## src/rtl/irq_arb_pkg.sv

```systemverilog
package irq_arb_pkg;
  localparam int NUM_FIXED = 6;
  localparam int NUM_EXT   = 2;

  typedef logic [1:0] lvl_t;

  localparam lvl_t LVL_TOP = 2'd3;

  // A programmed field of 3 is treated as the highest maskable level.
  function automatic lvl_t clamp_lvl(input lvl_t fld);
    return (fld == 2'd3) ? 2'd2 : fld;
  endfunction
endpackage

```

## src/rtl/irq_cfg_reg.sv

```systemverilog
module irq_cfg_reg #(
  parameter int CFG_W = 14
) (
  input  logic             clk,
  input  logic             rst_n,
  input  logic             soft_clr,
  input  logic             we,
  input  logic [CFG_W-1:0] wdata,
  output logic [CFG_W-1:0] q
);
  logic [CFG_W-1:0] cfg_d, cfg_q;

  always_comb begin
    cfg_d = cfg_q;
    if (soft_clr)  cfg_d = '0;
    else if (we)   cfg_d = wdata;
  end

  always_ff @(posedge clk or negedge rst_n) begin
    if (!rst_n) cfg_q <= '0;
    else        cfg_q <= cfg_d;
  end

  assign q = cfg_q;

  // a clear request wins over a simultaneous write
  p_soft_clr_r7: assert property (@(posedge clk) disable iff (!rst_n)
    soft_clr |=> (q == '0));
endmodule

```

## src/rtl/irq_ext_line.sv

```systemverilog
module irq_ext_line (
  input  logic clk,
  input  logic rst_n,
  input  logic line_n,
  input  logic en,
  input  logic edge_mode,
  input  logic ack_clr,
  output logic req
);
  logic prev_q, latch_q, latch_d, fall;

  assign fall = prev_q & ~line_n;

  always_comb begin
    latch_d = latch_q;
    if (en && edge_mode && fall)          latch_d = 1'b1;
    else if (!en || !edge_mode || ack_clr) latch_d = 1'b0;
  end

  always_ff @(posedge clk or negedge rst_n) begin
    if (!rst_n) begin
      prev_q  <= 1'b1;
      latch_q <= 1'b0;
    end else begin
      prev_q  <= line_n;
      latch_q <= latch_d;
    end
  end

  assign req = en & (edge_mode ? latch_q : ~line_n);

  // a falling edge seen in edge mode is captured
  p_edge_capture_r10: assert property (@(posedge clk) disable iff (!rst_n)
    ($fell(line_n) && en && edge_mode) |=> latch_q);

  // a disabled line never requests
  p_disabled_quiet_r8: assert property (@(posedge clk) disable iff (!rst_n)
    !en |-> !req);
endmodule

```

## src/rtl/irq_pick.sv

```systemverilog
module irq_pick
  import irq_arb_pkg::*;
#(
  parameter int N     = 11,
  parameter int IDX_W = 4
) (
  input  logic               clk,
  input  logic               rst_n,
  input  logic [N-1:0]       req,
  input  logic [N-1:0][1:0]  lvl,
  input  lvl_t               cur_mask,
  output logic               pend,
  output logic [IDX_W-1:0]   idx,
  output lvl_t               win_lvl
);
  logic [N-1:0] elig;

  for (genvar g = 0; g < N; g++) begin : g_elig
    assign elig[g] = req[g] && ((lvl[g] == LVL_TOP) || (lvl[g] >= cur_mask));
  end

  always_comb begin
    pend    = 1'b0;
    idx     = '0;
    win_lvl = '0;
    for (int i = 0; i < N; i++) begin
      if (elig[i] && (!pend || (lvl[i] > win_lvl))) begin
        pend    = 1'b1;
        idx     = IDX_W'(i);
        win_lvl = lvl[i];
      end
    end
  end

  // a granted request is never below the mask
  p_grant_unmasked_r2: assert property (@(posedge clk) disable iff (!rst_n)
    pend |-> ((win_lvl == LVL_TOP) || (win_lvl >= cur_mask)));

  // the winner is requesting
  p_winner_requests_r3: assert property (@(posedge clk) disable iff (!rst_n)
    pend |-> req[idx]);
endmodule

```

## src/rtl/irq_prio_arbiter.sv

```systemverilog
module irq_prio_arbiter
  import irq_arb_pkg::*;
#(
  parameter int NUM_PER = 3,
  parameter int VADDR_W = 8
) (
  input  logic                                      clk,
  input  logic                                      rst_n,
  input  logic                                      soft_clr,
  input  logic                                      cfg_we,
  input  logic [2*(NUM_EXT+NUM_PER)+2*NUM_EXT-1:0] cfg_wdata,
  output logic [2*(NUM_EXT+NUM_PER)+2*NUM_EXT-1:0] cfg_rdata,
  input  logic [1:0]                                cur_mask,
  input  logic [NUM_FIXED-1:0]                      fixed_req,
  input  logic [NUM_EXT-1:0]                        ext_n,
  input  logic [NUM_PER-1:0]                        per_req,
  input  logic                                      irq_ack,
  output logic                                      irq_pend,
  output logic [$clog2(NUM_FIXED+NUM_EXT+NUM_PER)-1:0] vec_idx,
  output logic [VADDR_W-1:0]                        vec_addr,
  output logic [1:0]                                new_mask
);
  localparam int NUM_MASK = NUM_EXT + NUM_PER;
  localparam int NUM_SRC  = NUM_FIXED + NUM_MASK;
  localparam int IDX_W    = $clog2(NUM_SRC);
  localparam int CFG_W    = 2*NUM_MASK + 2*NUM_EXT;
  localparam int CTL_BASE = 2*NUM_MASK;
  localparam int EXT_BASE = NUM_FIXED;
  localparam int PER_BASE = NUM_FIXED + NUM_EXT;

  logic [CFG_W-1:0]          cfg_q;
  logic [NUM_SRC-1:0]        src_req;
  logic [NUM_SRC-1:0][1:0]   src_lvl;
  lvl_t                      win_lvl;

  irq_cfg_reg #(.CFG_W(CFG_W)) u_cfg (
    .clk      (clk),
    .rst_n    (rst_n),
    .soft_clr (soft_clr),
    .we       (cfg_we),
    .wdata    (cfg_wdata),
    .q        (cfg_q)
  );

  assign cfg_rdata = cfg_q;

  for (genvar f = 0; f < NUM_FIXED; f++) begin : g_fixed
    assign src_req[f] = fixed_req[f];
    assign src_lvl[f] = LVL_TOP;
  end

  for (genvar e = 0; e < NUM_EXT; e++) begin : g_ext
    logic ack_hit;
    assign ack_hit = irq_ack && irq_pend && (vec_idx == IDX_W'(EXT_BASE + e));
    irq_ext_line u_line (
      .clk       (clk),
      .rst_n     (rst_n),
      .line_n    (ext_n[e]),
      .en        (cfg_q[CTL_BASE + 2*e]),
      .edge_mode (cfg_q[CTL_BASE + 2*e + 1]),
      .ack_clr   (ack_hit),
      .req       (src_req[EXT_BASE + e])
    );
    assign src_lvl[EXT_BASE + e] = clamp_lvl(cfg_q[2*e +: 2]);
  end

  for (genvar p = 0; p < NUM_PER; p++) begin : g_per
    assign src_req[PER_BASE + p] = per_req[p];
    assign src_lvl[PER_BASE + p] = clamp_lvl(cfg_q[2*(NUM_EXT + p) +: 2]);
  end

  irq_pick #(.N(NUM_SRC), .IDX_W(IDX_W)) u_pick (
    .clk      (clk),
    .rst_n    (rst_n),
    .req      (src_req),
    .lvl      (src_lvl),
    .cur_mask (cur_mask),
    .pend     (irq_pend),
    .idx      (vec_idx),
    .win_lvl  (win_lvl)
  );

  assign vec_addr = VADDR_W'({vec_idx, 1'b0});
  assign new_mask = irq_pend ? win_lvl : cur_mask;

  // any fixed request is taken at level 3
  p_fixed_always_r1: assert property (@(posedge clk) disable iff (!rst_n)
    (|fixed_req) |-> (irq_pend && (new_mask == LVL_TOP)));

  // idle arbiter leaves the mask alone
  p_idle_mask_r12: assert property (@(posedge clk) disable iff (!rst_n)
    !irq_pend |-> ((new_mask == cur_mask) && (vec_idx == '0)));

  // vector slots are two words apart
  p_vec_even_r5: assert property (@(posedge clk) disable iff (!rst_n)
    (vec_addr[0] == 1'b0));
endmodule

```

## config.mk

```make
export PLATFORM = sky130hd
export DESIGN_NAME = irq_prio_arbiter
export DESIGN_NICKNAME = d
export VERILOG_FILES = /design/src/rtl/irq_arb_pkg.sv /design/src/rtl/irq_cfg_reg.sv /design/src/rtl/irq_ext_line.sv /design/src/rtl/irq_pick.sv /design/src/rtl/irq_prio_arbiter.sv
export SDC_FILE = /design/constraint.sdc
export NUM_CORES = 1
export LEC_CHECK = 0
export CORE_MARGIN = 3
export CORE_UTILIZATION = 54
export DETAILED_ROUTE_END_ITERATION = 12
export DONT_BUFFER_PORTS = 1
export PLACE_DENSITY_LB_ADDON = 0.08
export SYNTH_ARGS = -nofsm -noshare
export SYNTH_HDL_FRONTEND = slang
export SYNTH_HIERARCHICAL = 1
export SYNTH_SLANG_ARGS = --single-unit
export TNS_END_PERCENT = 5
```

## constraint.sdc

```tcl
create_clock -name clk -period 23.9 [get_ports clk]
set_input_delay 3.585 -clock clk [delete_from_list [all_inputs] [get_ports clk]]
set_output_delay 3.585 -clock clk [all_outputs]
set_load 0.1 [all_outputs]
```

Word-level counts from Yosys, hierarchy flattened
Index checks and enable logic that the tools add are counted.

operators by class
  $mul = 0
  eq/ne operators = 12
  muxes and demuxes = 46
  bitwise operators = 6
  shift-type cells = 0
  divide/modulo/power cells = 0
  magnitude comparators = 15
  reductions and logical operators = 58
  $add $sub $neg = 0

operators by type and width
  operator                                                               count
  2-bit two-way mux                                                      19
  14-bit two-way mux                                                     2
  1-bit logical AND                                                      22
  2-bit equality test, second input constant                             10
  1-bit logical OR                                                       19
  1-bit two-way mux                                                      18
  1-bit logical NOT                                                      14
  3-bit two-way mux                                                      4
  4-bit two-way mux                                                      3
  2-bit >= comparator                                                    5
  2-bit greater-than comparator                                          5
  2-bit greater-than comparator, first input constant                    5
  4-bit by 3-bit equality test with 1-bit output, second input constant  2
  2-bit nonzero test                                                     3
  1-bit bitwise AND                                                      4
  1-bit NOT                                                              2

word-level totals
  output and inout bits = 29
  bits in latches = 0
  ROM bits = 0
  logic and storage cells = 142
  memories = 0
  register bits after elaboration = 18
  memory bits (writable) = 0

Longest topological paths before layout
Gate-level depths: netlist of the first run.

  depth after elaboration = 46
  depth in mapped cells = 75
  mapped depth without buffers = 74

By module
The synthesis of the first run kept the hierarchy.

by module, submodules not included
  module            area each (sq um)  instances  cells an instance
  irq_pick          1571.5             1          207
  irq_cfg_reg       578.1              1          45
  irq_ext_line      93.8               2          9
  irq_prio_arbiter  175.2              1          26

Worst setup path after synthesis of the first run
No wires, ideal clock.

  kind = input port to output port
  start = input port fixed_req[0]
  end = output port vec_addr[3]
  cell stages on the path = 65
  setup slack = 3.084 ns
  required time = 20.315 ns
  arrival time = 17.231 ns
  path buffers = 2
  cells stage by stage = nand3_1 > ha_1 > nor2b_1 > a2bb2oi_1 > or3_1 > a32oi_1 > ha_1 > nor2b_1 > o21ai_0 > a21o_1 > a21o_1 > ha_1 > a21oi_1 > a21oi_1 > o21a_2 > a211oi_1 > a21oi_1 > ha_1 > [... 29 more ...] > a21o_1 > clkbuf_1 > o311ai_1 > mux2i_2 > nor2_1 > ha_1 > nand2_1 > o21ai_0 > a21o_1 > mux2i_1 > a41o_1 > ha_1 > nor2b_1 > o21ai_0 > a21o_1 > nand3_1 > a31oi_1 > buf_4

between the ends
  word-level cells in the longest chain between the ends = 41

ends and longest elaborated chain
  what                                                                RTL line                source
  start, declared                                                     irq_prio_arbiter.sv:14  input logic [NUM_FIXED-1:0] fixed_req,
  2-bit two-way mux or 1-bit two-way mux (tied branches)              irq_pick.sv:27          if (elig[i] && (!pend || (lvl[i] > win_lvl))) begin
  2-bit greater-than comparator or 1-bit logical NOT (tied branches)  irq_pick.sv:27
  1-bit logical OR                                                    irq_pick.sv:27
  1-bit logical AND                                                   irq_pick.sv:27
  2-bit two-way mux or 1-bit two-way mux (tied branches)              irq_pick.sv:27
  2-bit greater-than comparator or 1-bit logical NOT (tied branches)  irq_pick.sv:27
  1-bit logical OR                                                    irq_pick.sv:27
  1-bit logical AND                                                   irq_pick.sv:27
  [... 25 more ...]                                                   --
  2-bit greater-than comparator or 1-bit logical NOT (tied branches)  irq_pick.sv:27
  1-bit logical OR                                                    irq_pick.sv:27
  1-bit logical AND                                                   irq_pick.sv:27
  2-bit two-way mux or 1-bit two-way mux (tied branches)              irq_pick.sv:27
  2-bit greater-than comparator or 1-bit logical NOT (tied branches)  irq_pick.sv:27
  1-bit logical OR                                                    irq_pick.sv:27
  1-bit logical AND                                                   irq_pick.sv:27
  4-bit two-way mux (*)                                               irq_pick.sv:27
  end, declared                                                       irq_prio_arbiter.sv:20  output logic [VADDR_W-1:0] vec_addr,

Mark *: on every way between the ends. The rest lies on a longest branch, timed or not.

Worst setup path in the final report of the first run
  start = input port fixed_req[0]
  end = output port vec_idx[2]

between the ends
  word-level cells in the longest chain between the ends = 41

ends and longest elaborated chain
  what                                                                RTL line                source
  2-bit two-way mux or 1-bit two-way mux (tied branches)              irq_pick.sv:27
  2-bit greater-than comparator or 1-bit logical NOT (tied branches)  irq_pick.sv:27
  1-bit logical OR                                                    irq_pick.sv:27
  1-bit logical AND                                                   irq_pick.sv:27
  2-bit two-way mux or 1-bit two-way mux (tied branches)              irq_pick.sv:27
  2-bit greater-than comparator or 1-bit logical NOT (tied branches)  irq_pick.sv:27
  1-bit logical OR                                                    irq_pick.sv:27
  1-bit logical AND                                                   irq_pick.sv:27
  [... 25 more ...]                                                   --
  2-bit greater-than comparator or 1-bit logical NOT (tied branches)  irq_pick.sv:27
  1-bit logical OR                                                    irq_pick.sv:27
  1-bit logical AND                                                   irq_pick.sv:27
  2-bit two-way mux or 1-bit two-way mux (tied branches)              irq_pick.sv:27
  2-bit greater-than comparator or 1-bit logical NOT (tied branches)  irq_pick.sv:27
  1-bit logical OR                                                    irq_pick.sv:27
  1-bit logical AND                                                   irq_pick.sv:27
  4-bit two-way mux (*)                                               irq_pick.sv:27
  end, declared                                                       irq_prio_arbiter.sv:19  output logic [$clog2(NUM_FIXED+NUM_EXT+NUM_PER)-1:0] vec_idx,

Marks and branches as above.

==> results of run 1 <==
==> synthesized netlist by cell type (4+ instances only) <==
cell type  count
or2_1          4
nand2b_1      18
o21ai_0       12
nand2_1       21
nor2b_1       12
and2_1         7
inv_1         17
a21oi_1       11
clkbuf_1       7
nor2_1        24
dfrtp_1       16
buf_4          8
mux2i_1       16
a21o_1         6
o22ai_1        4
a221o_1       10
ha_1          41
==> worst max-delay path: cells and delay by family <==
| family | cells | cell delay [ps] |
|---|---|---|
| muxes | 2 | 420 |
| buffers and inverters | 2 | 770 |
| adders and majority gates | 10 | 2670 |
| AOI/OAI and AO/OA | 33 | 7700 |
| and+or+nand+nor | 18 | 2050 |
==> cells by family after synthesis <==
| family | after synthesis |
|---|---|
| other cells | 2 |
| mux | 19 |
| simple gates | 98 |
| flops | 18 |
| compound gates | 84 |
| fa+ha+maj | 41 |
| buf+inv | 34 |
==> flip-flops by register name, summed over array words and instances, names as in the netlist <==
signal                flops
g_ext.u_line/latch_q      2
g_ext.u_line/prev_q       2
u_cfg/q                  14
==> through the flow <==
| step | total power [W] | instance area, um^2 | hold WS (ps) | setup slack, ps |
|---|---|---|---|---|
| after detailed placement | 0.000213 | 2720 | 502 | 3200 |
| after CTS | 0.000238 | 2770 | 511 | 3130 |
| after global routing | 0.000253 | 2770 | 522 | 1980 |
| after global placement | 0.000210 | 2720 | 490 | 3380 |
| after floorplan | 0.000194 | 2700 | 486 | 3080 |
| final | 0.000237 | 2770 | 505 | 3070 |
==> final cells by class <==
type	instances	area, um^2	area share
clock buffer	4	55.1	0.0199
inverter	17	63.8	0.0230
multi-input combinational	293	2100	0.759
sequential	18	453	0.163
tap	52	65.1	0.0235
timing repair buffer	4	30.0	0.0108
==> power groups by stage <==
stage                      clock, W  combinational [W]  sequential [W]
final                     0.0000240           0.000169       0.0000439
after global routing      0.0000259           0.000183       0.0000443
after CTS                 0.0000245           0.000169       0.0000440
after detailed placement          0           0.000168       0.0000445
after global placement            0           0.000166       0.0000445
after floorplan                   0           0.000150       0.0000436
==> how the worst max path moves through the flow <==
stage	start	end	slack, ps	depth (start not counted)
global placement	fixed_req[0]	vec_idx[2]	3380	65
detailed placement	fixed_req[0]	vec_idx[2]	3200	65
global route	fixed_req[0]	vec_idx[2]	1980	65
CTS	fixed_req[0]	vec_idx[2]	3130	65
floorplan	fixed_req[0]	vec_addr[3]	3080	65
finish	fixed_req[0]	vec_idx[2]	3070	65
==> layer usage <==
layer | share of wire | track usage | routed length [um] | vias to the layer above
met4 | 0.010 | 0.0474 | 53 | 0
met1 | 0.45 | 0.257 | 2360 | 971
met2 | 0.48 | 0.361 | 2500 | 56
li1 | - | - | - | 1127
met3 | 0.062 | 0.0419 | 325 | 5
met5 | 0 | 0 | 0 | -
==> results_dict.tcl, run 1 <==
set metrics [dict create \
    outcome "finished, final reports clean" \
    synthTopCellsByArea "ha_1 (20%), dfrtp_1 (16%), mux2i_1 (6.4%)" \
    clk_pin_slew_ps 60 \
    fillers 410 \
    synth_compound_area_frac 0.255 \
    cts-buffers-inserted 3 \
    min_to "g_ext[0].u_line/latch_q" \
    cts_sinks 18 \
    p_leak_nw 1.43 \
    grt_pass1_wl_um 8910 \
    drv_cap 0 \
    synthCells 296 \
    cts_max_path_buffers 2 \
    worstPathMaxFanout 10 \
    timing.final.crit_share 0.872 \
    crit_required_ps 20320 \
    fin_skew_ps 2.62 \
    die_y_um 74.2 \
    final_common_cell "conb_1" \
    peakVddDrop_uv 77.5 \
    mostFrequentLayoutCells "conb_1 (51), ha_1 (41), nor2_1 (24), nand2_1 (21), nand2b_1 (18)" \
    arrival_ps 17250 \
    vias_per_cell 5.56 \
    clockPowerShare 0.101 \
    ys.flop_type "dfrtp_1" \
    drc 0 \
    worstHoldPathType "register to register" \
    cp_slowest_stage_delay_ps 720 \
    setup.worst_path.class "input pin to output pin" \
    yosysSeqAreaShare 0.180 \
    grt_usage 0.205 \
    syn_area_mm2 0.00251 \
    routed_wirelength_um 5240 \
    cts_root_buffer "clkbuf_8" \
    maxSlewViolCount 0 \
    row_count 24 \
    fin_crit_ps 20830 \
    yosys_warnings 6 \
    rr_worst_depth 43 \
    synth-xor-area-share 0 \
    ys_seq_elements 18 \
    synth_top_family_by_area "compound AO/OA/AOI/OAI gates" \
    core_mm2 0.00441 \
    place.gp.congestion 0.860 \
    drive_above_1_share 0.0714 \
    first_pass_iters 4 \
    hold_path_depth 2 \
    grt_pass1_vias 2045 \
    cts_resized 0 \
    initial_core_util 0.569 \
    p_comb_frac 0.714 \
    io_buffers 0 \
    ant_nets 0 \
    avgSynthCellArea_um2 8.49 \
    place_inst 384 \
    dr.first_iter.drc_count 36 \
    synth.top_cell.area_share 0.204 \
    end_kind "output pin" \
    diodes 0 \
    powerDensity_mw_per_mm2 85.7 \
    dieArea_mm2 0.00551 \
    hp-start "g_ext[0].u_line/prev_q" \
    vias 2159 \
    final.setup.tns_ps 0 \
    synth_top_cell_by_area "ha_1" \
    synthAdderAreaFrac 0.204 \
    hpwl_um 4430 \
    internal-power_w 0.0000909 \
    r2r-start "u_cfg/q[1]" \
    hold_buffers 0 \
    r2r_slack_ps 13600 \
    grt_max_degree 19 \
    area_growth_pct 10.3 \
    synthArstFlopShare 1.00 \
    wl_per_cell_um 13.5 \
    cp_common_cell "ha_1" \
    worst_setup_path_start_kind "input pin" \
    switchingPower_w 0.000146 \
    io_pins 61 \
    tightest_slew_ps 1210 \
    utilization 0.628 \
    htreeDepth 1 \
    yosys.area_share.simple 0.207 \
    setup_viol 0 \
    clock.fmax_mhz 48.0 \
    grt_overflow 0 \
    rsz0062_at_grt "no" \
    reg2reg_to "g_ext[0].u_line/latch_q" \
    synth_edf_count 0 \
    pwr-share-seq 0.185 \
    switching_share 0.617 \
    insertion_delay_ps 250 \
    fin_cells 388 \
    synthMuxAreaShare 0.0782 \
    cts_tree "built" \
    finalHoldViolations 0 \
    slowest_stage "a31oi_4" \
    max-slew-margin-rel 0.191 \
    die_w_um 74.2 \
    synth_cell_types 61 \
    antenna_found_initial 0 \
    nNetsFinal 410 \
    cts_setup_buffers 0 \
]
Note: power is estimated with default switching activity, not from simulation.
==> inputs of run 2 (changes only) <==
clock period = 18.39 ns   (was 23.9 ns; I/O delays follow)
==> results_dict.tcl, run 2 (synthesis results as in run 1) <==
set metrics [dict create \
    outcome "finished, final reports clean" \
    clk_pin_slew_ps 60 \
    switching_share 0.609 \
    htreeDepth 1 \
    fin_crit_ps 17410 \
    max-slew-margin-rel 0.137 \
    cp_top_family "compound AO/OA/AOI/OAI gates" \
    drive_above_1_share 0.0941 \
    timing.final.crit_share 0.947 \
    min_to "g_ext[0].u_line/latch_q" \
    fillers 384 \
    tightest_slew_ps 1300 \
    crit_required_ps 15630 \
    maxSlewViolCount 0 \
    hold_path_depth 2 \
    internal-power_w 0.000123 \
    utilization 0.640 \
    vias 2143 \
    diodes 0 \
    final.setup.tns_ps 0 \
    area_growth_pct 12.4 \
    p_comb_frac 0.720 \
    largest_reg_flops 14 \
    slowest_stage "a31oi_4" \
    cts-buffers-inserted 3 \
    die_y_um 74.2 \
    pwr-share-seq 0.182 \
    io_buffers 0 \
    nNetsFinal 414 \
    arrival_ps 14650 \
    hold_buffers 0 \
    final_common_cell "conb_1" \
    io_pins 61 \
    switchingPower_w 0.000192 \
    fin_skew_ps 1.20 \
    reg2reg_to "g_ext[0].u_line/latch_q" \
    ant_nets 0 \
    grt_pass1_vias 2090 \
    place.gp.congestion 0.855 \
    grt_overflow 0 \
    hpwl_um 4590 \
    grt_max_degree 19 \
    drc 0 \
    hp-start "g_ext[0].u_line/prev_q" \
    rr_worst_depth 41 \
    antenna_found_initial 0 \
    finalHoldViolations 0 \
    cp_num_buf_inv 3 \
    cp_common_cell "ha_1" \
    grt_usage 0.208 \
    p_leak_nw 1.45 \
    insertion_delay_ps 250 \
    setup_viol 0 \
    first_pass_iters 5 \
    multi_input_area_mm2 0.00211 \
    drv_cap 0 \
    clockPowerShare 0.098 \
    worst_setup_path_start_kind "input pin" \
    initial_core_util 0.569 \
    peakVddDrop_uv 77.8 \
    r2r_slack_ps 9370 \
    vias_per_cell 5.47 \
    dr.first_iter.drc_count 63 \
    core_mm2 0.00441 \
    powerDensity_mw_per_mm2 111 \
    seqCellArea_um2 453 \
    row_count 24 \
    die_w_um 74.2 \
    cts_max_path_buffers 2 \
    end_kind "output pin" \
    worstPathMaxFanout 10 \
    mostFrequentLayoutCells "conb_1 (51), ha_1 (41), nor2_1 (23), nand2_1 (21), nand2b_1 (18)" \
    routed_wirelength_um 5470 \
    r2r-start "u_cfg/q[1]" \
    wl_per_cell_um 14.0 \
    grt_pass1_wl_um 9150 \
    cp_slowest_stage_delay_ps 700 \
    cts_sinks 18 \
    dieArea_mm2 0.00551 \
    clock.fmax_mhz 57.4 \
    worstHoldPathType "register to register" \
    cts_tree "built" \
    setup.worst_path.class "input pin to output pin" \
    rsz0062_at_grt "no" \
    cts_root_buffer "clkbuf_8" \
]
==> run 2: worst max path at each step <==
stage / startpoint / endpoint / slack, ps / cells past startpoint
3_5_place_dp: fixed_req[0] / vec_idx[2] / 540 / 66
5_1_grt: fixed_req[0] / vec_idx[2] / 60 / 66
2_1_floorplan: fixed_req[0] / vec_addr[3] / 90 / 65
4_1_cts: fixed_req[0] / vec_idx[2] / 480 / 66
6_report: fixed_req[0] / vec_idx[2] / 980 / 65
3_3_place_gp: fixed_req[0] / vec_idx[2] / 780 / 66
==> run 2: power by group through the flow <==
stage | sequential [W] | combinational, W | clock [W]
floorplan | 0.0000567 | 0.000197 | 0
global placement | 0.0000578 | 0.000220 | 0
detailed placement | 0.0000579 | 0.000224 | 0
CTS | 0.0000572 | 0.000225 | 0.0000318
global route | 0.0000576 | 0.000245 | 0.0000334
finish | 0.0000571 | 0.000226 | 0.0000309
==> run 2: timing repair <==
action,CTS,global route
setup buffers,0,1
endpoints found under the setup margin,0,10
gates resized for setup,0,5
==> run 2: metal layers <==
| layer | up-vias | global-route usage | share of wire |
|---|---|---|---|
| met5 | - | 0 | 0 |
| met4 | 0 | 0.0415 | 0.0062 |
| met3 | 4 | 0.0351 | 0.056 |
| met2 | 52 | 0.387 | 0.49 |
| met1 | 954 | 0.252 | 0.45 |
| li1 | 1133 | - | - |
==> run 2: final cells by class <==
class,count,share of cell area
tap,52,0.0230
sequential,18,0.160
inverter,17,0.0226
clock buffer,4,0.0195
multi-input combinational,293,0.749
timing repair buffer,8,0.0257
==> run 2: per-stage QoR <==
| step | std cells | area, um^2 | worst slack (ps) | total power (W) | hold slack [ps] |
|---|---|---|---|---|---|
| floorplan | 345 | 2710 | 94.2 | 0.000254 | 486 |
| global placement | 387 | 2750 | 784 | 0.000278 | 489 |
| detailed placement | 387 | 2750 | 541 | 0.000282 | 501 |
| CTS | 391 | 2810 | 483 | 0.000314 | 510 |
| global route | 392 | 2820 | 57.1 | 0.000336 | 549 |
| finish | 392 | 2820 | 979 | 0.000315 | 508 |
==> run 2: worst min-delay path, stage by stage (launching register included) <==
cell      delay [ps]
dfstp_2          360
nand2b_1          60
a21oi_1           50
